### config.mk
export PLATFORM = sky130hd
export DESIGN_NAME = plp_sequencer
export DESIGN_NICKNAME = d
export VERILOG_FILES = /design/src/rtl/plp_pkg.sv /design/src/rtl/plp_drop_filter.sv /design/src/rtl/plp_budget_timer.sv /design/src/rtl/plp_seq_ctrl.sv /design/src/rtl/plp_sequencer.sv
export SDC_FILE = /design/constraint.sdc
export NUM_CORES = 1
export LEC_CHECK = 0
export CAP_MARGIN = 0
export CORE_MARGIN = 8
export CORE_UTILIZATION = 50
export DETAILED_ROUTE_END_ITERATION = 6
export GPL_TIMING_DRIVEN = 0
export PLACE_DENSITY = 0.84
export SLEW_MARGIN = 20
export SYNTH_ARGS = -nofsm -noshare
export SYNTH_HDL_FRONTEND = slang
export SYNTH_SLANG_ARGS = --single-unit
### constraint.sdc
create_clock -name clk -period 3.4 [get_ports clk]
set_input_delay 0.34 -clock clk [delete_from_list [all_inputs] [get_ports clk]]
set_output_delay 0.34 -clock clk [all_outputs]
set_load 0.005 [all_outputs]
### src/rtl/plp_pkg.sv
package plp_pkg;
  typedef enum logic [2:0] {
    ST_RUN,
    ST_DRAIN,
    ST_FLUSH,
    ST_TSAVE,
    ST_SAFE,
    ST_SHDN_DONE
  } plp_state_e;
endpackage

### src/rtl/plp_drop_filter.sv
module plp_drop_filter #(
  parameter int FILT_W = 8
) (
  input  logic              clk,
  input  logic              rst_n,
  input  logic              supply_ok_i,
  input  logic [FILT_W-1:0] hold_cycles_i,
  output logic              fire_o
);
  logic [1:0]        sync_q;
  logic              low_s;
  logic [FILT_W-1:0] run_q;
  logic [FILT_W-1:0] need_m1;

  // two-flop synchroniser, reset to "supply good"
  always_ff @(posedge clk) begin
    if (!rst_n) sync_q <= 2'b11;
    else        sync_q <= {sync_q[0], supply_ok_i};
  end

  assign low_s   = ~sync_q[1];
  assign need_m1 = (hold_cycles_i == '0) ? '0 : hold_cycles_i - FILT_W'(1);

  // consecutive-low run length, saturating
  always_ff @(posedge clk) begin
    if (!rst_n)              run_q <= '0;
    else if (!low_s)         run_q <= '0;
    else if (run_q != '1)    run_q <= run_q + FILT_W'(1);
  end

  assign fire_o = low_s && (run_q >= need_m1);


  multi_cycle_low_chk: assert property (@(posedge clk) disable iff (!rst_n)
    (fire_o && need_m1 != '0) |-> $past(low_s));
endmodule

### src/rtl/plp_budget_timer.sv
module plp_budget_timer #(
  parameter int BUDGET_W = 20
) (
  input  logic                clk,
  input  logic                rst_n,
  input  logic                start_i,
  input  logic [BUDGET_W-1:0] budget_i,
  output logic                expired_o
);
  logic                running_q;
  logic [BUDGET_W-1:0] left_q;

  always_ff @(posedge clk) begin
    if (!rst_n) begin
      running_q <= 1'b0;
      left_q    <= '0;
    end else if (start_i) begin
      running_q <= 1'b1;
      left_q    <= budget_i;
    end else if (running_q && left_q != '0) begin
      left_q <= left_q - BUDGET_W'(1);
    end
  end

  assign expired_o = running_q && (left_q == '0);


  expiry_sticky_chk: assert property (@(posedge clk) disable iff (!rst_n)
    (expired_o && !start_i) |=> expired_o);
endmodule

### src/rtl/plp_seq_ctrl.sv
module plp_seq_ctrl
  import plp_pkg::*;
(
  input  logic clk,
  input  logic rst_n,
  input  logic drop_fire_i,
  input  logic tmr_expired_i,
  input  logic cfg_extended_i,
  input  logic shdn_req_i,
  input  logic flash_op_req_i,
  input  logic flash_lower_busy_i,
  input  logic flash_upper_busy_i,
  input  logic flush_done_i,
  input  logic tsave_done_i,
  output logic tmr_start_o,
  output logic host_wr_en_o,
  output logic flash_op_grant_o,
  output logic upper_cancel_o,
  output logic holdup_en_o,
  output logic flush_req_o,
  output logic tsave_req_o,
  output logic safe_o,
  output logic timeout_o,
  output logic shdn_ack_o
);
  plp_state_e state_q, state_d;
  logic plp_q, ext_q, shdn_q, timeout_q;
  logic start_plp, working, full_steps, drain_ok, expire_hit;

  assign working    = (state_q == ST_DRAIN) || (state_q == ST_FLUSH) ||
                      (state_q == ST_TSAVE);
  assign start_plp  = drop_fire_i && !plp_q && ((state_q == ST_RUN) || working);
  assign full_steps = ext_q || shdn_q;
  assign drain_ok   = !flash_lower_busy_i && (!full_steps || !flash_upper_busy_i);
  assign expire_hit = tmr_expired_i && working;

  always_comb begin
    state_d = state_q;
    unique case (state_q)
      ST_RUN: begin
        if (start_plp || shdn_req_i) state_d = ST_DRAIN;
      end
      ST_DRAIN: begin
        if (expire_hit)    state_d = ST_SAFE;
        else if (drain_ok) state_d = full_steps ? ST_FLUSH : ST_SAFE;
      end
      ST_FLUSH: begin
        if (expire_hit)        state_d = ST_SAFE;
        else if (flush_done_i) state_d = ST_TSAVE;
      end
      ST_TSAVE: begin
        if (expire_hit)        state_d = ST_SAFE;
        else if (tsave_done_i) state_d = (plp_q || start_plp) ? ST_SAFE : ST_SHDN_DONE;
      end
      ST_SAFE:      state_d = ST_SAFE;
      ST_SHDN_DONE: state_d = ST_SHDN_DONE;
      default:      state_d = ST_SAFE;
    endcase
  end

  always_ff @(posedge clk) begin
    if (!rst_n) begin
      state_q   <= ST_RUN;
      plp_q     <= 1'b0;
      ext_q     <= 1'b0;
      shdn_q    <= 1'b0;
      timeout_q <= 1'b0;
    end else begin
      state_q <= state_d;
      if (start_plp) plp_q <= 1'b1;
      if (state_q == ST_RUN) begin
        ext_q <= cfg_extended_i;
        if (!start_plp && shdn_req_i) shdn_q <= 1'b1;
      end
      if (expire_hit) timeout_q <= 1'b1;
    end
  end

  assign tmr_start_o      = start_plp;
  assign host_wr_en_o     = (state_q == ST_RUN);
  assign flash_op_grant_o = flash_op_req_i && (state_q == ST_RUN);
  assign upper_cancel_o   = plp_q && !ext_q && !shdn_q;
  assign holdup_en_o      = plp_q;
  assign flush_req_o      = (state_q == ST_FLUSH);
  assign tsave_req_o      = (state_q == ST_TSAVE);
  assign safe_o           = (state_q == ST_SAFE);
  assign timeout_o        = timeout_q;
  assign shdn_ack_o       = (state_q == ST_SHDN_DONE);


  holdup_sticky_chk: assert property (@(posedge clk) disable iff (!rst_n)
    holdup_en_o |=> holdup_en_o);


  safe_sticky_chk: assert property (@(posedge clk) disable iff (!rst_n)
    safe_o |=> safe_o);


  tsave_after_flush_chk: assert property (@(posedge clk) disable iff (!rst_n)
    $rose(tsave_req_o) |-> $past(flush_req_o && flush_done_i));


  timeout_to_safe_chk: assert property (@(posedge clk) disable iff (!rst_n)
    (tmr_expired_i && working) |=> (safe_o && timeout_o));


  flush_hold_chk: assert property (@(posedge clk) disable iff (!rst_n)
    (flush_req_o && !flush_done_i && !tmr_expired_i) |=> flush_req_o);


  no_grant_when_halted_chk: assert property (@(posedge clk) disable iff (!rst_n)
    (holdup_en_o || safe_o || shdn_ack_o) |-> !flash_op_grant_o);
endmodule

### src/rtl/plp_sequencer.sv
module plp_sequencer #(
  parameter int FILT_W   = 8,
  parameter int BUDGET_W = 20
) (
  input  logic                clk,
  input  logic                rst_n,
  input  logic                supply_ok_i,
  input  logic                cfg_extended_i,
  input  logic [FILT_W-1:0]   cfg_filter_i,
  input  logic [BUDGET_W-1:0] cfg_budget_i,
  input  logic                shdn_req_i,
  output logic                shdn_ack_o,
  output logic                host_wr_en_o,
  input  logic                flash_op_req_i,
  output logic                flash_op_grant_o,
  input  logic                flash_lower_busy_i,
  input  logic                flash_upper_busy_i,
  output logic                upper_cancel_o,
  output logic                holdup_en_o,
  output logic                flush_req_o,
  input  logic                flush_done_i,
  output logic                tsave_req_o,
  input  logic                tsave_done_i,
  output logic                safe_o,
  output logic                timeout_o
);
  logic drop_fire;
  logic tmr_start;
  logic tmr_expired;

  plp_drop_filter #(.FILT_W(FILT_W)) u_filter (
    .clk           (clk),
    .rst_n         (rst_n),
    .supply_ok_i   (supply_ok_i),
    .hold_cycles_i (cfg_filter_i),
    .fire_o        (drop_fire)
  );

  plp_budget_timer #(.BUDGET_W(BUDGET_W)) u_timer (
    .clk       (clk),
    .rst_n     (rst_n),
    .start_i   (tmr_start),
    .budget_i  (cfg_budget_i),
    .expired_o (tmr_expired)
  );

  plp_seq_ctrl u_ctrl (
    .clk                (clk),
    .rst_n              (rst_n),
    .drop_fire_i        (drop_fire),
    .tmr_expired_i      (tmr_expired),
    .cfg_extended_i     (cfg_extended_i),
    .shdn_req_i         (shdn_req_i),
    .flash_op_req_i     (flash_op_req_i),
    .flash_lower_busy_i (flash_lower_busy_i),
    .flash_upper_busy_i (flash_upper_busy_i),
    .flush_done_i       (flush_done_i),
    .tsave_done_i       (tsave_done_i),
    .tmr_start_o        (tmr_start),
    .host_wr_en_o       (host_wr_en_o),
    .flash_op_grant_o   (flash_op_grant_o),
    .upper_cancel_o     (upper_cancel_o),
    .holdup_en_o        (holdup_en_o),
    .flush_req_o        (flush_req_o),
    .tsave_req_o        (tsave_req_o),
    .safe_o             (safe_o),
    .timeout_o          (timeout_o),
    .shdn_ack_o         (shdn_ack_o)
  );


  trigger_needs_drop_chk: assert property (@(posedge clk) disable iff (!rst_n)
    $rose(holdup_en_o) |-> $past(drop_fire));
endmodule

=== Word level (Yosys, flattened, before mapping) ===
Index checks and enable logic that the tools add are counted.

* Bits in registers: 37
* Latch bits: 0
* RAM bits: 0
* ROM bits: 0
* Input bits: 38
* Word-level logic and storage cells: 70
* Memories kept: 0

* Add/subtract/negate cells: 3
* Multipliers: 0
* Div/mod/pow operators: 0
* Order comparisons: 1
* Eq/ne operators: 10
* Shift operators: 0
* Multiplexer cells: 13
* Bitwise gates (word level): 2
* Reductions and logical operators: 33

{| class="wikitable"
|+ Operator list
! kind !! number
|-
| 20-bit 2-to-1 mux || 2
|-
| 3-bit 2-to-1 mux || 8
|-
| 20-bit zero test || 1
|-
| 20-bit nonzero test || 1
|-
| 20-bit by 1-bit subtractor with 20-bit output, second input constant || 1
|-
| 3-bit one-hot mux with 5 select lines || 1
|-
| 1-bit logical AND || 11
|-
| 3-bit by 1-bit inequality test with 1-bit output, second input constant || 3
|-
| 8-bit by 1-bit adder with 8-bit output, second input constant || 1
|-
| 8-bit >= comparator || 1
|-
| 8-bit zero test || 1
|-
| 8-bit 2-to-1 mux || 1
|-
| 8-bit inequality test, second input constant || 1
|-
| 8-bit by 1-bit subtractor with 8-bit output, second input constant || 1
|-
| 1-bit zero test || 7
|-
| 1-bit logical OR || 7
|-
| 3-bit by 2-bit == test with 1-bit output, second input constant || 2
|-
| 3-bit == test, second input constant || 2
|-
| 4-bit AND reduction || 1
|-
| 3-bit by 1-bit == test with 1-bit output, second input constant || 1
|-
| 3-bit zero test || 1
|-
| 2-bit by 1-bit inequality test with 1-bit output, second input constant || 1
|-
| 1-bit NOT || 2
|-
| 2-bit AND reduction || 1
|-
| 3 further kinds || 3
|}

=== Depth between registers and ports, before layout ===
Gate-level depths: netlist of run 1.

* Depth in word-level cells: 11
* Mapped depth: 14
* Gate-level depth less buffers: 12

=== By module ===
A second synthesis of run 1 with hierarchy kept.

* Cell total of the unflattened synthesis: 302
* Area, all modules: 2464.9 µm²

{| class="wikitable"
|+ By module, submodules not included
! module !! instances !! cells each !! area an instance (µm²) !! sequential area each (µm²)
|-
| plp_budget_timer || 1 || 151 || 1273.7 || 420.4
|-
| plp_drop_filter || 1 || 94 || 748.2 || 200.2
|-
| plp_seq_ctrl || 1 || 57 || 442.9 || 140.1
|}

=== Worst setup path before layout of run 1 ===
No wires, ideal clock.

* Path type: input -> register
* Start point: input port cfg_filter_i[0]
* End point: register u_timer.left_q[7]
* Setup time: 116 ps
* Arrival time: 2910 ps
* Data required time: 3284 ps
* Setup slack: 374 ps
* Cell stages on the path: 14
* Buffers on the path: 2
* Cell sequence: inv_1 ha_1 nor3b_1 nand3b_1 and2_1 ha_1 nand2b_1 a2111oi_0 or4_1 and2_1 clkbuf_1 buf_2 o211ai_1 o211a_1

* Longest elaborated chain between the ends: 7
* Elaborated cells between the ends (all ways): 9
* Those cells by class: add/sub: 1; order compare: 1; mux: 2; reduce/logical: 5

{| class="wikitable"
|+ Ends and longest elaborated chain
! what !! RTL line !! source
|-
| start: declaration || plp_sequencer.sv:9 || <nowiki>input logic [FILT_W-1:0] cfg_filter_i,</nowiki>
|-
| 8-bit by 1-bit subtractor with 8-bit output or 8-bit zero test (tied branches) || plp_drop_filter.sv:22 || <nowiki>assign need_m1 = (hold_cycles_i == '0) ? '0 : hold_cycles_i - FILT_W'(1);</nowiki>
|-
| 8-bit 2-to-1 mux (*) || plp_drop_filter.sv:22 ||
|-
| 8-bit >= comparator (*) || plp_drop_filter.sv:31 || <nowiki>assign fire_o = low_s && (run_q >= need_m1);</nowiki>
|-
| 1-bit logical AND (*) || plp_drop_filter.sv:31 ||
|-
| 1-bit logical AND (*) (2 in series) || plp_seq_ctrl.sv:32 || <nowiki>assign start_plp = drop_fire_i && !plp_q && ((state_q == ST_RUN) || working);</nowiki>
|-
| 20-bit 2-to-1 mux or 2-bit nonzero test (tied branches) || -- ||
|-
| end signal: assignment || plp_budget_timer.sv:19 || <nowiki>left_q <= budget_i;</nowiki>
|-
| end signal: assignment || plp_budget_timer.sv:21 || <nowiki>left_q <= left_q - BUDGET_W'(1);</nowiki>
|-
| end: declaration || plp_budget_timer.sv:11 || <nowiki>logic [BUDGET_W-1:0] left_q;</nowiki>
|}

Every way passes the cells marked *; elsewhere a longest branch is shown, timed or not.
A chain may end at the register's enable or synchronous reset.

=== Worst setup path after layout of run 1 ===
* Start point: input port cfg_filter_i[2]
* End point: register u_ctrl.state_q[0]

* Longest elaborated chain between the ends: 11
* Elaborated cells between the ends (all ways): 15
* Those cells by class: add/sub: 1; order compare: 1; eq/ne: 1; mux: 5; reduce/logical: 7

{| class="wikitable"
|+ Ends and longest elaborated chain
! what !! RTL line !! source
|-
| 8-bit by 1-bit subtractor with 8-bit output or 8-bit zero test (tied branches) || plp_drop_filter.sv:22 ||
|-
| 8-bit 2-to-1 mux (*) || plp_drop_filter.sv:22 ||
|-
| 8-bit >= comparator (*) || plp_drop_filter.sv:31 ||
|-
| 1-bit logical AND (*) || plp_drop_filter.sv:31 ||
|-
| 1-bit logical AND (*) (2 in series) || plp_seq_ctrl.sv:32 ||
|-
| 1-bit logical OR || plp_seq_ctrl.sv:53 || <nowiki>else if (tsave_done_i) state_d = (plp_q || start_plp) ? ST_SAFE : ST_SHDN_DONE;</nowiki>
|-
| 1-bit 2-to-1 mux || plp_seq_ctrl.sv:53 ||
|-
| 3-bit 2-to-1 mux || plp_seq_ctrl.sv:53 ||
|-
| 3-bit 2-to-1 mux || plp_seq_ctrl.sv:52 || <nowiki>if (expire_hit) state_d = ST_SAFE;</nowiki>
|-
| 3-bit one-hot mux with 5 select lines || plp_seq_ctrl.sv:39 || <nowiki>unique case (state_q)</nowiki>
|-
| end signal: assignment || plp_seq_ctrl.sv:69 || <nowiki>state_q <= state_d;</nowiki>
|-
| end: declaration || plp_seq_ctrl.sv:26 || <nowiki>plp_state_e state_q, state_d;</nowiki>
|}

Every way passes the cells marked *; elsewhere a longest branch is shown, timed or not. The select of a mux whose other input is x is not followed.

==> run metrics, run 1 <==
Netlist cell types=57; Layout area overhead=29.6%; initial antenna violation count=0; Initial DRT Pass Iterations=4; vias=2244; Fillers=369; Die H=84.0 microns; Starting Density=0.524; reg-to-reg slack, setup=1170 ps; Slew @ Worst Pin=478 ps; Crit Path Category=input port to register; # hold bufs at CTS=0; post-synth top area cell=dfxtp_1; post-synthesis compound-gate area fraction=0.197; HP Class=register to register; post-synthesis adder-cell area fraction=0.0596; Max-slew headroom=0.679; crit-path cells=clkdlybuf4s50_1, nor4_1, nand2_1, nor3_1, a21oi_1, ha_1, nand3b_1, or4_1, o211a_1, a2111oi_1, o32ai_1; IO buf count=46; std cell rows=24; flops & latches, synth=37; cell count after synthesis=285; Synthesis Warnings=0; top area cells in the synthesized netlist=dfxtp_1 (32%), xnor2_1 (6.4%), ha_1 (6.0%), nor2_1 (5.4%), a21oi_1 (3.9%); max-capacitance violation count=0; most common flop cell mapped by yosys=dfxtp_1; hold path depth=1; critical path's top delay family=simple AND/OR/NAND/NOR gates; gr usage total=0.164; DRC Markers=0; total clock sinks=37; CTS tree=yes; area share of and/or/nand/nor cells after synthesis=0.306; average wire per standard cell=14.8 microns; die width=84.0 microns; syn nets=334; Slew Viols, Final=0; WHS=410 ps; latest clock arrival within the worst-skew pair=290 ps; final WL=5820 microns; f_max=312 MHz; DP HPWL=4330 microns; WP data arrival=3360 ps; H-tree depth=2; setup tns final=0 ps; CP peak stage delay=580 ps; initial DRC count=109; Post-synth EDFFs=0; core area=0.00441 sq mm; Synth top area share=0.321; die footprint=0.00705 sq mm; LEAKAGE=1.17 nW; Crit. End Element=register; CP max-delay cell=or4_1; Final #Nets=388; root buf cell=clkbuf_8; worst reg2reg path depth=7; Power Density=381 mW/mm^2; proportion of layout cells with a drive suffix above 1=0.103; average vias per placed instance=5.72; vias in the first global route=2136; final worst path period share=0.942; worst reg2reg startpoint=u_timer.left_q[8]$_SDFFE_PN0P_; post-route ant nets=0; Hold EP=u_filter.sync_q[1]$_SDFF_PN1_; first-pass GRT wire length=9690 microns; WP data required=3560 ps; Setup WS post-layout=196 ps; Seq/Total Area, Yosys=0.321; Place WS=-773 ps; Hold Vio Cnt, Final=0; Reg clk slew, reported paths=70 ps; pin count of the biggest net entering global routing=12; Synth Area in XOR/XNOR=0.0796; worst-path fanout max=4; CTS Buf Count=5; overall power=1.14 mW; Antenna Diode Count=0; mean area per synthesized cell=8.11 sq um; startpoint types=input port; grt ovf=0; outcome=finished clean; Crit path buffers/inverters=1; routability cong.=0.854; reg2reg end=u_timer.left_q[9]$_SDFFE_PN0P_; final setup vio count=0; post-synthesis mux area share=0; CTS max path bufs=2; main combinational cell family by area after synthesis=simple AND/OR/NAND/NOR gates; I/O pin count=47; Final Skew=5.78 ps; Final Critical Period=3200 ps; worst ir drop on vdd=0.000345 V; mapped cell area=0.00231 sq mm; ys async rst share=0; hold wc startpoint=u_filter.sync_q[0]$_SDFF_PN1_
## metal layers
metal / GRT usage / part of all wire
met5: 0 / 0
met4: 0.0612 / 0.014
met3: 0.0498 / 0.061
met2: 0.251 / 0.47
met1: 0.209 / 0.46
## Yosys cell counts (all sizes together) (3+ instances only)
cell type and number:
nand3 11, and2 5, xnor2 17, and3 5, nand2b 6, a21oi 19, dfxtp 37, nor4 10
o21a 3, nand2 21, nor2 35, xor2 4, a211oi 5, inv 10, ha 11, nand3b 3
o21ai 21, clkbuf 6, buf 4, a31oi 4, nor3 10, nand4 3, or3 4
## worst max path at each step
stage                                from  slack [ps]  depth (start not counted)                              end
after floorplan           cfg_filter_i[0]         370                         14   u_timer.left_q[7]$_SDFFE_PN0P_
after global placement    cfg_filter_i[0]        -710                         14   u_timer.left_q[2]$_SDFFE_PN0P_
after detailed placement  cfg_filter_i[0]        -770                         14  u_timer.left_q[12]$_SDFFE_PN0P_
after CTS                 cfg_filter_i[0]          -4                         15  u_timer.left_q[18]$_SDFFE_PN0P_
after global routing      cfg_filter_i[0]         -10                         14   u_ctrl.state_q[0]$_SDFFE_PN0P_
final                     cfg_filter_i[2]         200                         11   u_ctrl.state_q[0]$_SDFFE_PN0P_
## state kept, by name, indices dropped and copies added (netlist names)
name                count
u_timer.left_q         20
u_ctrl.timeout_o        1
u_filter.run_q          8
u_ctrl.shdn_q           1
u_ctrl.state_q          3
u_ctrl.holdup_en_o      1
u_ctrl.ext_q            1
u_filter.sync_q         2
## cell type report
cell class / count / area, sq um / area share
Multi-Input combinational cell: 227 / 1520 / 0.506
Clock inverter: 1 / 5.00 / 0.00167
Inverter: 11 / 41.3 / 0.0138
Tap cell: 52 / 65.1 / 0.0217
Timing Repair Buffer: 48 / 475 / 0.159
Sequential cell: 37 / 741 / 0.247
Buffer: 9 / 53.8 / 0.0180
Clock buffer: 7 / 96.3 / 0.0322
## kinds of logic after synthesis
group / after synthesis
fa+ha+maj: 11
buf+inv: 21
compound gates: 70
simple gates: 125
flops: 37
xor+xnor: 21
## metrics by stage
| step | cell area (sq um) | instances | util |
|---|---|---|---|
| global route | 2990 | 392 | 0.678 |
| global placement | 2840 | 383 | 0.643 |
| detailed placement | 2840 | 383 | 0.643 |
| CTS | 2960 | 391 | 0.670 |
| floorplan | 2310 | 285 | - |
| finish | 2990 | 392 | 0.678 |
## where the power goes
group          switching (mW)  internal, mW  leakage [nW]  total (mW)
clock                   0.156         0.183        0.0542       0.339
combinational           0.151         0.167         0.816       0.318
sequential             0.0261         0.457         0.299       0.483
## what timing repair did
item | 4_1_cts | 5_1_grt
gates resized for setup | 7 | 5
setup buffers | 0 | 2
pin swaps | 1 | 0
endpoints found under the setup margin | 24 | 24
## placed cells by master, fill, tap and decap left out, drive strengths merged, types with 10 or more instances in the layout
cell type      synthesis  layout
o21ai                 21      21
inv                   10      10
dfxtp                 37      37
clkbuf                 6      12
a21oi                 19      19
nand3                 11      11
nor2                  35      35
xnor2                 17      17
clkdlybuf4s50          0      46
ha                    11      11
nand2                 21      21
nor4                  10      10
nor3                  10      10
Power figures use the tool's default switching activity.
==> run 2: changes to the inputs <==
GPL_TIMING_DRIVEN = default   (was 0)
==> run 2 against run 1 <==
Compared with the run above:
- power is 4.1% lower
- design area decreased by 2.2%
- sequential power rose by 2%
- via count fell by 1.3%
- wire length shrank 3.4%
- cell count decreased by 1.8%
- die area is the same
- critical path type unchanged
- critical endpoint unchanged
- largest cell class unchanged
- largest power group unchanged
==> run metrics, run 2 (same netlist as run 1, synthesis figures left out) <==
outcome=finished clean; post-CTS sizing=0; IO buf count=46; startpoint types=input port; grt ovf=0; first-pass GRT wire length=9780 microns; LEAKAGE=1.14 nW; CP endpoint=u_ctrl.state_q[0]$_SDFFE_PN0P_; Final Skew=6.55 ps; Slew Viols, Final=0; Post-CTS Setup Inserts=0; Biggest register=u_timer.left_q; final worst path period share=0.925; commonest non-fill, non-tap cell in the layout=clkdlybuf4s50_1; reg-to-reg slack, setup=1110 ps; worst-path fanout max=4; post-route ant nets=0; initial antenna violation count=0; RSZ-0062 raised after global routing=no; total clock sinks=37; Largest regs=u_timer.left_q (20), u_filter.run_q (8), u_ctrl.state_q (3); H-tree depth=2; f_max=318 MHz; max reg flops=20; Crit Path Category=input port to register; reg2reg end=u_timer.left_q[5]$_SDFFE_PN0P_; # hold bufs at CTS=0; Antenna Diode Count=0; Hold Vio Cnt, Final=0; most frequent cells in the layout=clkdlybuf4s50_1 (46), dfxtp_1 (37), nor2_1 (33); core area=0.00441 sq mm; die footprint=0.00705 sq mm; std cell rows=24; final setup vio count=0; routability cong.=0.896; Reg clk slew, reported paths=70 ps; worst reg2reg startpoint=u_timer.left_q[8]$_SDFFE_PN0P_; Gate power share=0.261; Crit. End Element=register; final WL=5620 microns; overall power=1.09 mW; Layout area overhead=26.7%; worst ir drop on vdd=0.000351 V; root buf cell=clkbuf_8; Final Critical Period=3140 ps; average wire per standard cell=14.6 microns; Clock power frac=0.290; pin count of the biggest net entering global routing=41; Setup WS post-layout=255 ps; Power Density=373 mW/mm^2; Die H=84.0 microns; Initial DRT Pass Iterations=4; Slew @ Worst Pin=521 ps; launch point of the worst path=cfg_filter_i[0]; vias=2215; WP data required=3570 ps; vias in the first global route=2186; Place WS=-75.7 ps; die width=84.0 microns; sw frac=0.295; I/O pin count=47; CTS max path bufs=2; average vias per placed instance=5.75; sequential power share=0.449; proportion of layout cells with a drive suffix above 1=0.0841; Max-slew headroom=0.651; DP HPWL=4260 microns; max-capacitance violation count=0; initial DRC count=81; CTS Buf Count=5; WP data arrival=3320 ps; P_sw=0.322 mW; DRC Markers=0; Starting Density=0.524; worst reg2reg path depth=6; hold wc startpoint=u_filter.sync_q[0]$_SDFF_PN1_; gr usage total=0.162; HP Class=register to register; latest clock arrival within the worst-skew pair=290 ps; CTS tree=yes; Final #Nets=382; Fillers=378; Cell Int Power=0.770 mW
[run 2: worst min path at each step]
stage	slack, ps	depth (start not counted)	to
2_1_floorplan	390	1	u_filter.sync_q[1]$_SDFF_PN1_
3_3_place_gp	390	1	u_filter.sync_q[1]$_SDFF_PN1_
3_5_place_dp	400	1	u_filter.sync_q[1]$_SDFF_PN1_
4_1_cts	410	1	u_filter.sync_q[1]$_SDFF_PN1_
5_1_grt	440	1	u_filter.sync_q[1]$_SDFF_PN1_
6_report	410	1	u_filter.sync_q[1]$_SDFF_PN1_
[run 2: power groups by stage]
stage,logic [mW],clock network (mW),registers (mW)
3_5_place_dp,0.284,0,0.500
2_1_floorplan,0.162,0,0.485
3_3_place_gp,0.279,0,0.498
5_1_grt,0.323,0.332,0.497
6_report,0.285,0.317,0.491
4_1_cts,0.287,0.319,0.490
[run 2: per-layer routing]
layer | vias to the layer above | track usage | wire length [microns]
met1 | 1027 | 0.193 | 2550
met2 | 53 | 0.273 | 2720
met3 | 4 | 0.0479 | 316
met5 | - | 0 | 0
li1 | 1131 | - | -
met4 | 0 | 0.0424 | 37
[run 2: stage by stage]
step           TNS [ps]  cell area, sq um  hold WS (ps)   util  cells
2_1_floorplan         0              2310           386      -    285
3_3_place_gp          0              2840           389  0.644    378
6_report              0              2930           413  0.663    385
5_1_grt               0              2930           438  0.663    385
4_1_cts               0              2930           415  0.663    385
3_5_place_dp      -92.8              2840           397  0.644    378
[run 2: layout make-up]
| cell class | count | area (sq um) | area share |
|---|---|---|---|
| Clock buffer | 7 | 86.3 | 0.0295 |
| Inverter | 11 | 41.3 | 0.0141 |
| Multi-Input combinational cell | 227 | 1480 | 0.507 |
| Sequential cell | 37 | 741 | 0.253 |
| Tap cell | 52 | 65.1 | 0.0222 |
| Timing Repair Buffer | 51 | 510 | 0.174 |
[run 2: worst max-delay path, cell delays in order]
cell             delay [ps]
clkdlybuf4s50_1         440
inv_1                    90
ha_1                    170
nor3b_1                 260
buf_4                   180
xor2_1                  180
nand2_1                  90
ha_1                    280
nand3_1                  80
or4_1                   550
o211a_1                 160
a2111oi_0               370
o32ai_1                 130
==> run 3: changes to the inputs <==
==> constraint.sdc (replaced) <==
create_clock -name clk -period 3.4 [get_ports clk]
set_input_delay 0.34 -clock clk [delete_from_list [all_inputs] [get_ports clk]]
set_output_delay 0.34 -clock clk [all_outputs]
set_load 0.05 [all_outputs]
==> results of run 3 <==
The final DEF is identical to that of run 2. Status: finished clean.
Among the figures that moved: total power 1.09 mW -> 1.18 mW; worst IR drop on VDD 0.000351 V -> 0.000497 V
